**config.mk**
```make
export PLATFORM = sky130hd
export DESIGN_NAME = mpwm_channel
export DESIGN_NICKNAME = d
export VERILOG_FILES = /design/src/rtl/mpwm_pkg.sv /design/src/rtl/mpwm_ctrl_reg.sv /design/src/rtl/mpwm_wave.sv /design/src/rtl/mpwm_delay.sv /design/src/rtl/mpwm_channel.sv
export SDC_FILE = /design/constraint.sdc
export NUM_CORES = 1
export LEC_CHECK = 0
export ABC_AREA = 0
export BUFFER_PORTS_ARGS = -buffer_cell sky130_fd_sc_hd__buf_2
export CAP_MARGIN = 20
export CORE_MARGIN = 10
export CORE_UTILIZATION = 45
export DETAILED_ROUTE_END_ITERATION = 8
export PLACE_DENSITY_LB_ADDON = 0.25
export REMOVE_ABC_BUFFERS = 1
export SYNTH_ARGS = -nofsm -noshare
export SYNTH_HDL_FRONTEND = slang
export SYNTH_HIERARCHICAL = 1
export SYNTH_SLANG_ARGS = --single-unit
export TNS_END_PERCENT = 100
```
**constraint.sdc**
```tcl
create_clock -name clk -period 4.39 [get_ports clk]
set_input_delay 0 -clock clk [delete_from_list [all_inputs] [get_ports clk]]
set_output_delay 0 -clock clk [all_outputs]
set_load 0.005 [all_outputs]
```
**src/rtl/mpwm_pkg.sv**
```systemverilog
// Package: shared encodings for the motor PWM channel.
// Assumes the control byte layout: output mode [7:6], alignment [5:4], delay [1:0].
package mpwm_pkg;

    // Alignment field encodings.
    typedef enum logic [1:0] {
        AL_OFF    = 2'b00,
        AL_LEFT   = 2'b01,
        AL_RIGHT  = 2'b10,
        AL_CENTER = 2'b11
    } align_e;

    // Output routing encodings.
    typedef enum logic [1:0] {
        OM_HALF_M = 2'b00,
        OM_HALF_P = 2'b01,
        OM_FULL   = 2'b10,
        OM_DUAL   = 2'b11
    } omode_e;

    // Drive vector for both pins, carried through the delay pipeline.
    typedef struct packed {
        logic pin_m;
        logic oe_m;
        logic pin_p;
        logic oe_p;
    } drive_t;

    localparam int DLY_W = 2;

endpackage

```
**src/rtl/mpwm_ctrl_reg.sv**
```systemverilog
// Module: control byte with shadow and working copies of the mode fields.
// Assumes the delay field is single buffered and the mode fields are double buffered.
module mpwm_ctrl_reg
    import mpwm_pkg::*;
#(
    parameter int DW = DLY_W
) (
    input  logic          clk,
    input  logic          rst_n,
    input  logic          reg_we,
    input  logic [7:0]    reg_wdata,
    output logic [7:0]    reg_rdata,
    input  logic          period_zero,
    input  logic          others_off,
    input  logic          tmr_ovf,
    output align_e        wk_al,
    output omode_e        wk_om,
    output logic [DW-1:0] dly_sel
);

    align_e sh_al;
    omode_e sh_om;
    logic   load_now;

    // Immediate load when the timer is stopped or the whole unit is idle.
    assign load_now = period_zero | (others_off & (wk_al == AL_OFF));

    // Shadow copy and delay capture the written byte.
    always_ff @(posedge clk) begin
        if (!rst_n) begin
            sh_al   <= AL_OFF;
            sh_om   <= OM_HALF_M;
            dly_sel <= '0;
        end else if (reg_we) begin
            sh_om   <= omode_e'(reg_wdata[7:6]);
            sh_al   <= align_e'(reg_wdata[5:4]);
            dly_sel <= reg_wdata[DW-1:0];
        end
    end

    // Working copy follows the shadow at once or at overflow.
    always_ff @(posedge clk) begin
        if (!rst_n) begin
            wk_al <= AL_OFF;
            wk_om <= OM_HALF_M;
        end else if (load_now || tmr_ovf) begin
            wk_al <= sh_al;
            wk_om <= sh_om;
        end
    end

    // Read path shows the shadow, reserved bits as zero.
    always_comb begin
        reg_rdata = '0;
        reg_rdata[7:6] = sh_om;
        reg_rdata[5:4] = sh_al;
        reg_rdata[DW-1:0] = dly_sel;
    end

    a_r2_readback: assert property (@(posedge clk) disable iff (!rst_n)
        reg_we |=> (reg_rdata == ($past(reg_wdata) & 8'hF3)));

    a_r4_hold_until_ovf: assert property (@(posedge clk) disable iff (!rst_n)
        (!load_now && !tmr_ovf) |=> ($stable(wk_al) && $stable(wk_om)));

    a_r5_immediate: assert property (@(posedge clk) disable iff (!rst_n)
        period_zero |=> ({wk_al, wk_om} == $past({sh_al, sh_om})));

endmodule

```
**src/rtl/mpwm_wave.sv**
```systemverilog
// Module: combinational compare and pin routing for one channel.
// Assumes tmr_cnt stays below period while period is non-zero.
module mpwm_wave
    import mpwm_pkg::*;
#(
    parameter int CW = 8
) (
    input  align_e        wk_al,
    input  omode_e        wk_om,
    input  logic [CW-1:0] tmr_cnt,
    input  logic [CW-1:0] duty,
    input  logic [CW-1:0] period,
    output drive_t        raw
);

    localparam int XW = CW + 1;

    logic [XW-1:0] cnt_x, duty_x, per_x, mirror, fold, half;
    logic          hi;

    assign cnt_x  = {1'b0, tmr_cnt};
    assign duty_x = {1'b0, duty};
    assign per_x  = {1'b0, period};

    // Fold the up-count into an up/down position for center mode.
    always_comb begin
        mirror = per_x - XW'(1) - cnt_x;
        fold   = (cnt_x < mirror) ? cnt_x : mirror;
        half   = duty_x >> 1;
    end

    // Pulse level per alignment mode.
    always_comb begin
        hi = 1'b0;
        if (period != '0) begin
            unique case (wk_al)
                AL_LEFT:   hi = cnt_x < duty_x;
                AL_RIGHT:  hi = (duty_x >= per_x) || (cnt_x >= per_x - duty_x);
                AL_CENTER: hi = fold < half;
                default:   hi = 1'b0;
            endcase
        end
    end

    // Steer the pulse onto the pins.
    always_comb begin
        raw = '0;
        if (wk_al != AL_OFF) begin
            unique case (wk_om)
                OM_HALF_M: begin raw.pin_m = hi;  raw.oe_m = 1'b1; end
                OM_HALF_P: begin raw.pin_p = hi;  raw.oe_p = 1'b1; end
                OM_FULL:   begin
                    raw.pin_p = hi;  raw.oe_p = 1'b1;
                    raw.pin_m = ~hi; raw.oe_m = 1'b1;
                end
                default:   begin
                    raw.pin_p = hi;  raw.oe_p = 1'b1;
                    raw.pin_m = hi;  raw.oe_m = 1'b1;
                end
            endcase
        end
    end

endmodule

```
**src/rtl/mpwm_delay.sv**
```systemverilog
// Module: selectable delay line for the drive vector with a registered output.
// Assumes one timer clock per clk; clr empties every stage and the output.
module mpwm_delay
    import mpwm_pkg::*;
#(
    parameter int DW = DLY_W
) (
    input  logic          clk,
    input  logic          rst_n,
    input  logic          clr,
    input  logic [DW-1:0] dsel,
    input  drive_t        din,
    output drive_t        dout
);

    localparam int NST = 1 << DW;

    drive_t stage [NST];

    // First stage captures the raw drive vector.
    always_ff @(posedge clk) begin
        if (!rst_n || clr) stage[0] <= '0;
        else               stage[0] <= din;
    end

    // Remaining stages shift one clock each.
    for (genvar k = 1; k < NST; k++) begin : g_stage
        always_ff @(posedge clk) begin
            if (!rst_n || clr) stage[k] <= '0;
            else               stage[k] <= stage[k-1];
        end
    end

    // Output register picks the selected tap.
    always_ff @(posedge clk) begin
        if (!rst_n || clr) dout <= '0;
        else               dout <= stage[dsel];
    end

endmodule

```
**src/rtl/mpwm_channel.sv**
```systemverilog
// Module: top of one motor PWM channel.
// Assumes the shared timer raises tmr_ovf in the cycle before it wraps.
module mpwm_channel
    import mpwm_pkg::*;
#(
    parameter int CW = 8
) (
    input  logic          clk,
    input  logic          rst_n,
    input  logic          reg_we,
    input  logic [7:0]    reg_wdata,
    output logic [7:0]    reg_rdata,
    input  logic [CW-1:0] tmr_cnt,
    input  logic          tmr_ovf,
    input  logic [CW-1:0] period,
    input  logic [CW-1:0] duty,
    input  logic          others_off,
    output logic          pin_m,
    output logic          oe_m,
    output logic          pin_p,
    output logic          oe_p
);

    align_e           wk_al;
    omode_e           wk_om;
    logic [DLY_W-1:0] dly_sel;
    drive_t           raw, drv;

    mpwm_ctrl_reg #(.DW(DLY_W)) u_ctrl (
        .clk(clk), .rst_n(rst_n), .reg_we(reg_we), .reg_wdata(reg_wdata),
        .reg_rdata(reg_rdata), .period_zero(period == '0),
        .others_off(others_off), .tmr_ovf(tmr_ovf),
        .wk_al(wk_al), .wk_om(wk_om), .dly_sel(dly_sel)
    );

    mpwm_wave #(.CW(CW)) u_wave (
        .wk_al(wk_al), .wk_om(wk_om), .tmr_cnt(tmr_cnt),
        .duty(duty), .period(period), .raw(raw)
    );

    mpwm_delay #(.DW(DLY_W)) u_dly (
        .clk(clk), .rst_n(rst_n), .clr(wk_al == AL_OFF),
        .dsel(dly_sel), .din(raw), .dout(drv)
    );

    assign pin_m = drv.pin_m;
    assign oe_m  = drv.oe_m;
    assign pin_p = drv.pin_p;
    assign oe_p  = drv.oe_p;

    a_r9_disabled_quiet: assert property (@(posedge clk) disable iff (!rst_n)
        (wk_al == AL_OFF) |=> ({pin_m, oe_m, pin_p, oe_p} == 4'b0000));

    a_r3_released_m_low: assert property (@(posedge clk) disable iff (!rst_n)
        !oe_m |-> !pin_m);

    a_r3_released_p_low: assert property (@(posedge clk) disable iff (!rst_n)
        !oe_p |-> !pin_p);

endmodule

```
# Word level (Yosys, flattened, before mapping)
# Memories as Yosys holds them, arrays and structs flattened. A register that Yosys moved wholly into a read port is not among the register bits.
# Index checks and enable logic that the tools add are counted.
dict set report classes {
  mux 13
  n_reduce_logical 9
  bitwise 7
  n_lt_le_gt_ge 5
  eq_ne 5
  add_sub_neg 3
}
# operator n
set op_table {}
lappend op_table {{$mux 4} 5}
lappend op_table {{$ge 8x9->1} 1}
lappend op_table {{$lt 8x9->1} 1}
lappend op_table {{$lt 9x7->1} 1}
lappend op_table {{$mux 9} 1}
lappend op_table {{$sub 8x1->9 const B} 1}
lappend op_table {{$sub 8x8->9} 1}
lappend op_table {{$sub 9x8->9} 1}
lappend op_table {{$ge 8x8->1} 1}
lappend op_table {{$logic_not 8->1} 1}
lappend op_table {{$lt 8x8->1} 1}
lappend op_table {{$reduce_bool 8->1} 1}
lappend op_table {{$eq 2x2->1 const B} 3}
lappend op_table {{$or 1x1->1} 5}
lappend op_table {{$eq 2x1->1 const B} 2}
lappend op_table {{$logic_not 2->1} 2}
lappend op_table {{$mux 1} 4}
lappend op_table {{$pmux 2 s2} 1}
lappend op_table {{$logic_or 1x1->1} 3}
lappend op_table {{$pmux 1 s3} 1}
lappend op_table {{$mux 2} 1}
lappend op_table {{$reduce_bool 2->1} 1}
lappend op_table {{$and 1x1->1} 1}
lappend op_table {{$logic_not 1->1} 1}
lappend op_table {{$not 1->1} 1}
dict set report totals {
  inputBits 37
  mem_bits_rw 16
  n_memories 1
  out_inout_bits 12
  elab_cells 48
  regBits 10
}
# memory words word_bits read_ports rd_clocked_by_memory_dff wr line
set mem_list {}
lappend mem_list {u_dly.stage 4 4 4 1 4 mpwm_delay.sv:18} ;# drive_t stage [NST];

# Longest topological paths before layout
dict set report depth {
  word_depth 11
  ltp_mapped 25
}

# Cells and area by module
# The synthesis kept the hierarchy.
# module cells_per_inst area_per_inst_um2 n_inst
set modules_own_cells {}
lappend modules_own_cells {mpwm_wave 205 1552.7 1}
lappend modules_own_cells {mpwm_delay 47 644.4 1}
lappend modules_own_cells {mpwm_ctrl_reg 44 437.9 1}
lappend modules_own_cells {mpwm_channel 4 22.5 1}

# Worst setup path after synthesis
# No wires, ideal clock.
dict set report synth_path {
  path_type {input to register}
  start {input tmr_cnt[0]}
  end {memory u_dly/stage[0][3] (netlist name)}
  path_stages 24
  n_path_buf 1
  arrival_ns 4.575
  slack_ns -0.300
  cell_sequence {inv_1 -> ha_1 -> fa_1 -> a211oi_1 -> nor2_1 -> o21a_1 -> nor2_1 -> xor2_1 -> ha_1 -> a211o_1 -> o221ai_1 -> a21oi_1 -> o22ai_1 -> clkbuf_1 -> o21ai_0 -> ha_1 -> nand2_1 -> o41a_1 -> o31ai_1 -> nor3_1 -> a21o_1 -> o211ai_2 -> mux2_4 -> and2_1}
}
# element line
set synth_rtl {}
lappend synth_rtl {{start, declared} mpwm_channel.sv:13} ;# input logic [CW-1:0] tmr_cnt,
lappend synth_rtl {{end, declared} mpwm_delay.sv:18}

==> run_results.csv <==
group,metric,value,unit
routing,drt_wl_total,6870,µm
placed_design,place_hpwl,5360,µm
die,die_y,96.9,µm
die,io_pins,49,
worst_setup_path,start_kind,"input pin",
pwr,power.leakage,1.69,nW
worst_setup_path,critPathKind,"input pin to flop",
worst_setup_path,reg2reg_depth,6,
worst_hold_path,hp-class,"input pin to flop",
timing,finClkSkew,0.00452,ns
pwr,p_per_area,263,nW/µm²
worst_setup_path,critPathMaxFanout,6,
die,coreArea,5610,µm²
routing,wl_met1,3270,µm
logic_synthesis,ys_seq_area_share,22.6,%
placed_design,dpl_cell_area,3060,µm²
routing,drtIter0Drc,85,
timing,fmax,230,MHz
timing,relSlewSlack,38.7,%
logic_synthesis,synthAdderAreaFrac,24.1,%
logic_synthesis,synth_edf_count,0,
logic_synthesis,synth_cell_types,48,
die,die_area,9380,µm²
global_routing,grt_pass1_vias,2315,
worst_setup_path,crit_family,"compound AO/OA/AOI/OAI gates",
cells_and_area,utilization,61.7,%
routing,drcViolationCount,0,
routing,via_count,2405,
clocking,cts_root_buf,"clkbuf_8",
clocking,insertion_delay,0.28,ns
clocking,cts_tree,"built",
placed_design,io_buffers,44,
pwr,finalPower,0.911,mW
worst_setup_path,cp.required,4.57,ns
logic_synthesis,yosys_warnings,6,
pwr,ir_drop,0.155,mV
routing,firstDrtPassIters,4,
worst_setup_path,cp_num_cells,27,
routing,wl_met3,267,µm
timing,final.setup.worst_slack,0.0426,ns
clocking,cts.sink_count,30,
cells_and_area,final_area,3460,µm²
run,drv_cap,0,
cells_and_area,diodes,0,
global_routing,antenna_found_initial,0,
logic_synthesis,ys_ff_latch,30,
die,chipWidth,96.9,µm
timing,period_share,99.0,%
routing,routed_via_density,5.27,
placed_design,preCtsSetupSlack,-0.389,ns
die,rows,27,
logic_synthesis,synth-xor-area-share,3.58,%
cells_and_area,drive_gt1_share,29.9,%
routing,top_layer,"met4",
cells_and_area,fill_cells,497,
placed_design,gp_congestion,0.890,
run_status,status,"complete, no violations",
timing,report.final.slew_viol_count,0,
worst_hold_path,hold_depth,4,
logic_synthesis,avgSynthCellArea,8.86,µm²
logic_synthesis,synth_compound_area_share,16.7,%
timing,fin_crit,4.35,ns
timing,fin_setup_tns,0,ns
global_routing,grt_pass1_wl,10800,µm
logic_synthesis,async_flop_share,0,%
logic_synthesis,syn_inst,300,
routing,wl_per_cell,15.1,µm
global_routing,grt.total_usage,13.3,%
timing,final-hold-violation-count,0,
clocking,htree_num_levels,2,
cells_and_area,nets,470,
die,initial_core_util,47.4,%
cells_and_area,syn2layout_area_growth,30.2,%
clocking,cts-buffers-inserted,5,
global_routing,grt_max_degree,21,
routing,met2_length,3200,µm
worst_setup_path,critPathBufInv,5,
worst_setup_path,cpPeakStageDelay,0.41,ns
timing,rsz0062_at_grt,"true",
clocking,cts_buffer_depth,2,
timing,setup_viol,0,
logic_synthesis,muxShareOfSynthArea,7.53,%
logic_synthesis,synthFlopType,"dfxtp_1",
routing,antenna_left,0,
worst_setup_path,critical_path.slowest_cell,"nor4_1",
logic_synthesis,netlist_area,2660,µm²
worst_setup_path,end_kind,"flop",
logic_synthesis,synthSimpleGateAreaFrac,20.2,%
timing,worstMarginPinSlew,0.917,ns
logic_synthesis,synth_top_family_by_area,"adder cells",
worst_setup_path,cp.arrival,4.53,ns
clocking,path_clk_slew,0.06,ns
global_routing,overflow,0,
==> synth_stat cells, types with 5 or more instances <==
library cell | count | area [µm²]
a21o_1 | 6 | 45.0
xor2_1 | 6 | 52.6
nor2_1 | 20 | 75.1
nor2b_1 | 9 | 56.3
dfxtp_1 | 30 | 601
inv_1 | 23 | 86.3
o21a_1 | 5 | 37.5
o21ai_0 | 18 | 90.1
mux2i_1 | 8 | 80.1
nand2_1 | 22 | 82.6
ha_1 | 48 | 601
a21oi_1 | 12 | 60.1
and2_1 | 20 | 125
a211oi_1 | 5 | 37.5
nand2b_1 | 8 | 50.1
==> per-layer routing <==
| layer | vias up | GRT usage [%] |
|---|---|---|
| met5 | - | 0 |
| met4 | 0 | 4.51 |
| met3 | 18 | 2.77 |
| met2 | 50 | 20.8 |
| met1 | 1099 | 17.6 |
| li1 | 1238 | - |
==> area by class of cell <==
type | count | area (µm²) | share of cell area (%)
inverter | 23 | 88.8 | 2.57
tap | 72 | 90.1 | 2.60
clock inverter | 2 | 12.5 | 0.362
timing repair buffer | 84 | 563 | 16.3
sequential | 30 | 601 | 17.4
clock buffer | 6 | 82.6 | 2.39
multi-input combinational | 239 | 2020 | 58.5
==> power breakdown <==
group | internal (mW) | total (mW) | switching [mW] | leakage (nW)
clock network | 0.126 | 0.231 | 0.105 | 0.0472
logic | 0.200 | 0.397 | 0.197 | 1.40
registers | 0.277 | 0.283 | 0.00607 | 0.243
==> state kept, by name (all words and copies together), names as in the netlist <==
signal and flops:
u_ctrl/sh_al 2, u_ctrl/sh_om 2, u_ctrl/wk_al 2, u_ctrl/dly_sel 2, u_dly/stage 16, u_ctrl/wk_om 2, u_dly/dout 4
==> through the flow <==
| stage | hold slack, ns | instances |
|---|---|---|
| after floorplan | 0.128 | 292 |
| after global placement | 0.257 | 427 |
| after detailed placement | 0.267 | 427 |
| after CTS | 0.0465 | 448 |
| after global routing | 0.0598 | 456 |
| final | 0.0497 | 456 |
==> what timing repair did <==
action	in CTS	in global routing
buffers inserted	6	8
gates resized for setup	7	30
endpoints found under the setup margin	1	2
hold endpoints to repair	6	0
gates cloned	1	0
hold buffers	6	0
pin swaps	4	27
==> path summary, 6_finish.rpt <==
| kind | start | end | slack [ns] |
|---|---|---|---|
| worst max-delay path | tmr_cnt[0] | u_dly/stage[0][3]$_SDFF_PP0_ | 0.04 |
| worst min-delay path | tmr_ovf | u_ctrl/wk_al[1]$_SDFFE_PN0P_ | 0.05 |
| worst min register to register | u_dly/stage[2][3]$_SDFF_PP0_ | u_dly/stage[3][3]$_SDFF_PP0_ | 0.44 |
| worst max register to register | u_ctrl/wk_al[0]$_SDFFE_PN0P_ | u_dly/stage[0][3]$_SDFF_PP0_ | 2.52 |
==> cell families after synthesis <==
| group | Yosys count |
|---|---|
| flip-flops | 30 |
| other | 1 |
| multiplexers | 13 |
| AO/OA/AOI/OAI | 64 |
| adder cells (fa/ha/maj) | 50 |
| buffers and inverters | 32 |
| AND/OR/NAND/NOR | 100 |
| XOR/XNOR | 10 |
==> worst register-to-register path, stage by stage (launching register included) <==
cell and delay (ns):
dfxtp_1 0.47, nand2b_1 0.11, a2111oi_0 0.43, o31a_1 0.22, o211ai_2 0.11, mux2_4 0.31
and2_4 0.13
==> cells in the final DEF (no fill, tap or decap), types with 5 or more instances in the layout <==
cell type and n:
nor2b_1 9, nand2_1 19, a21o_1 6, clkbuf_8 6
nand2b_1 8, xor2_1 6, dlygate4sd3_1 6, inv_1 22
and2_1 19, a21oi_1 10, nor2_1 19, buf_2 42
ha_1 47, o21ai_0 14, dfxtp_1 30, buf_4 31
mux2i_1 8, o21a_1 5
No activity file was read; power rests on OpenSTA's default activity.
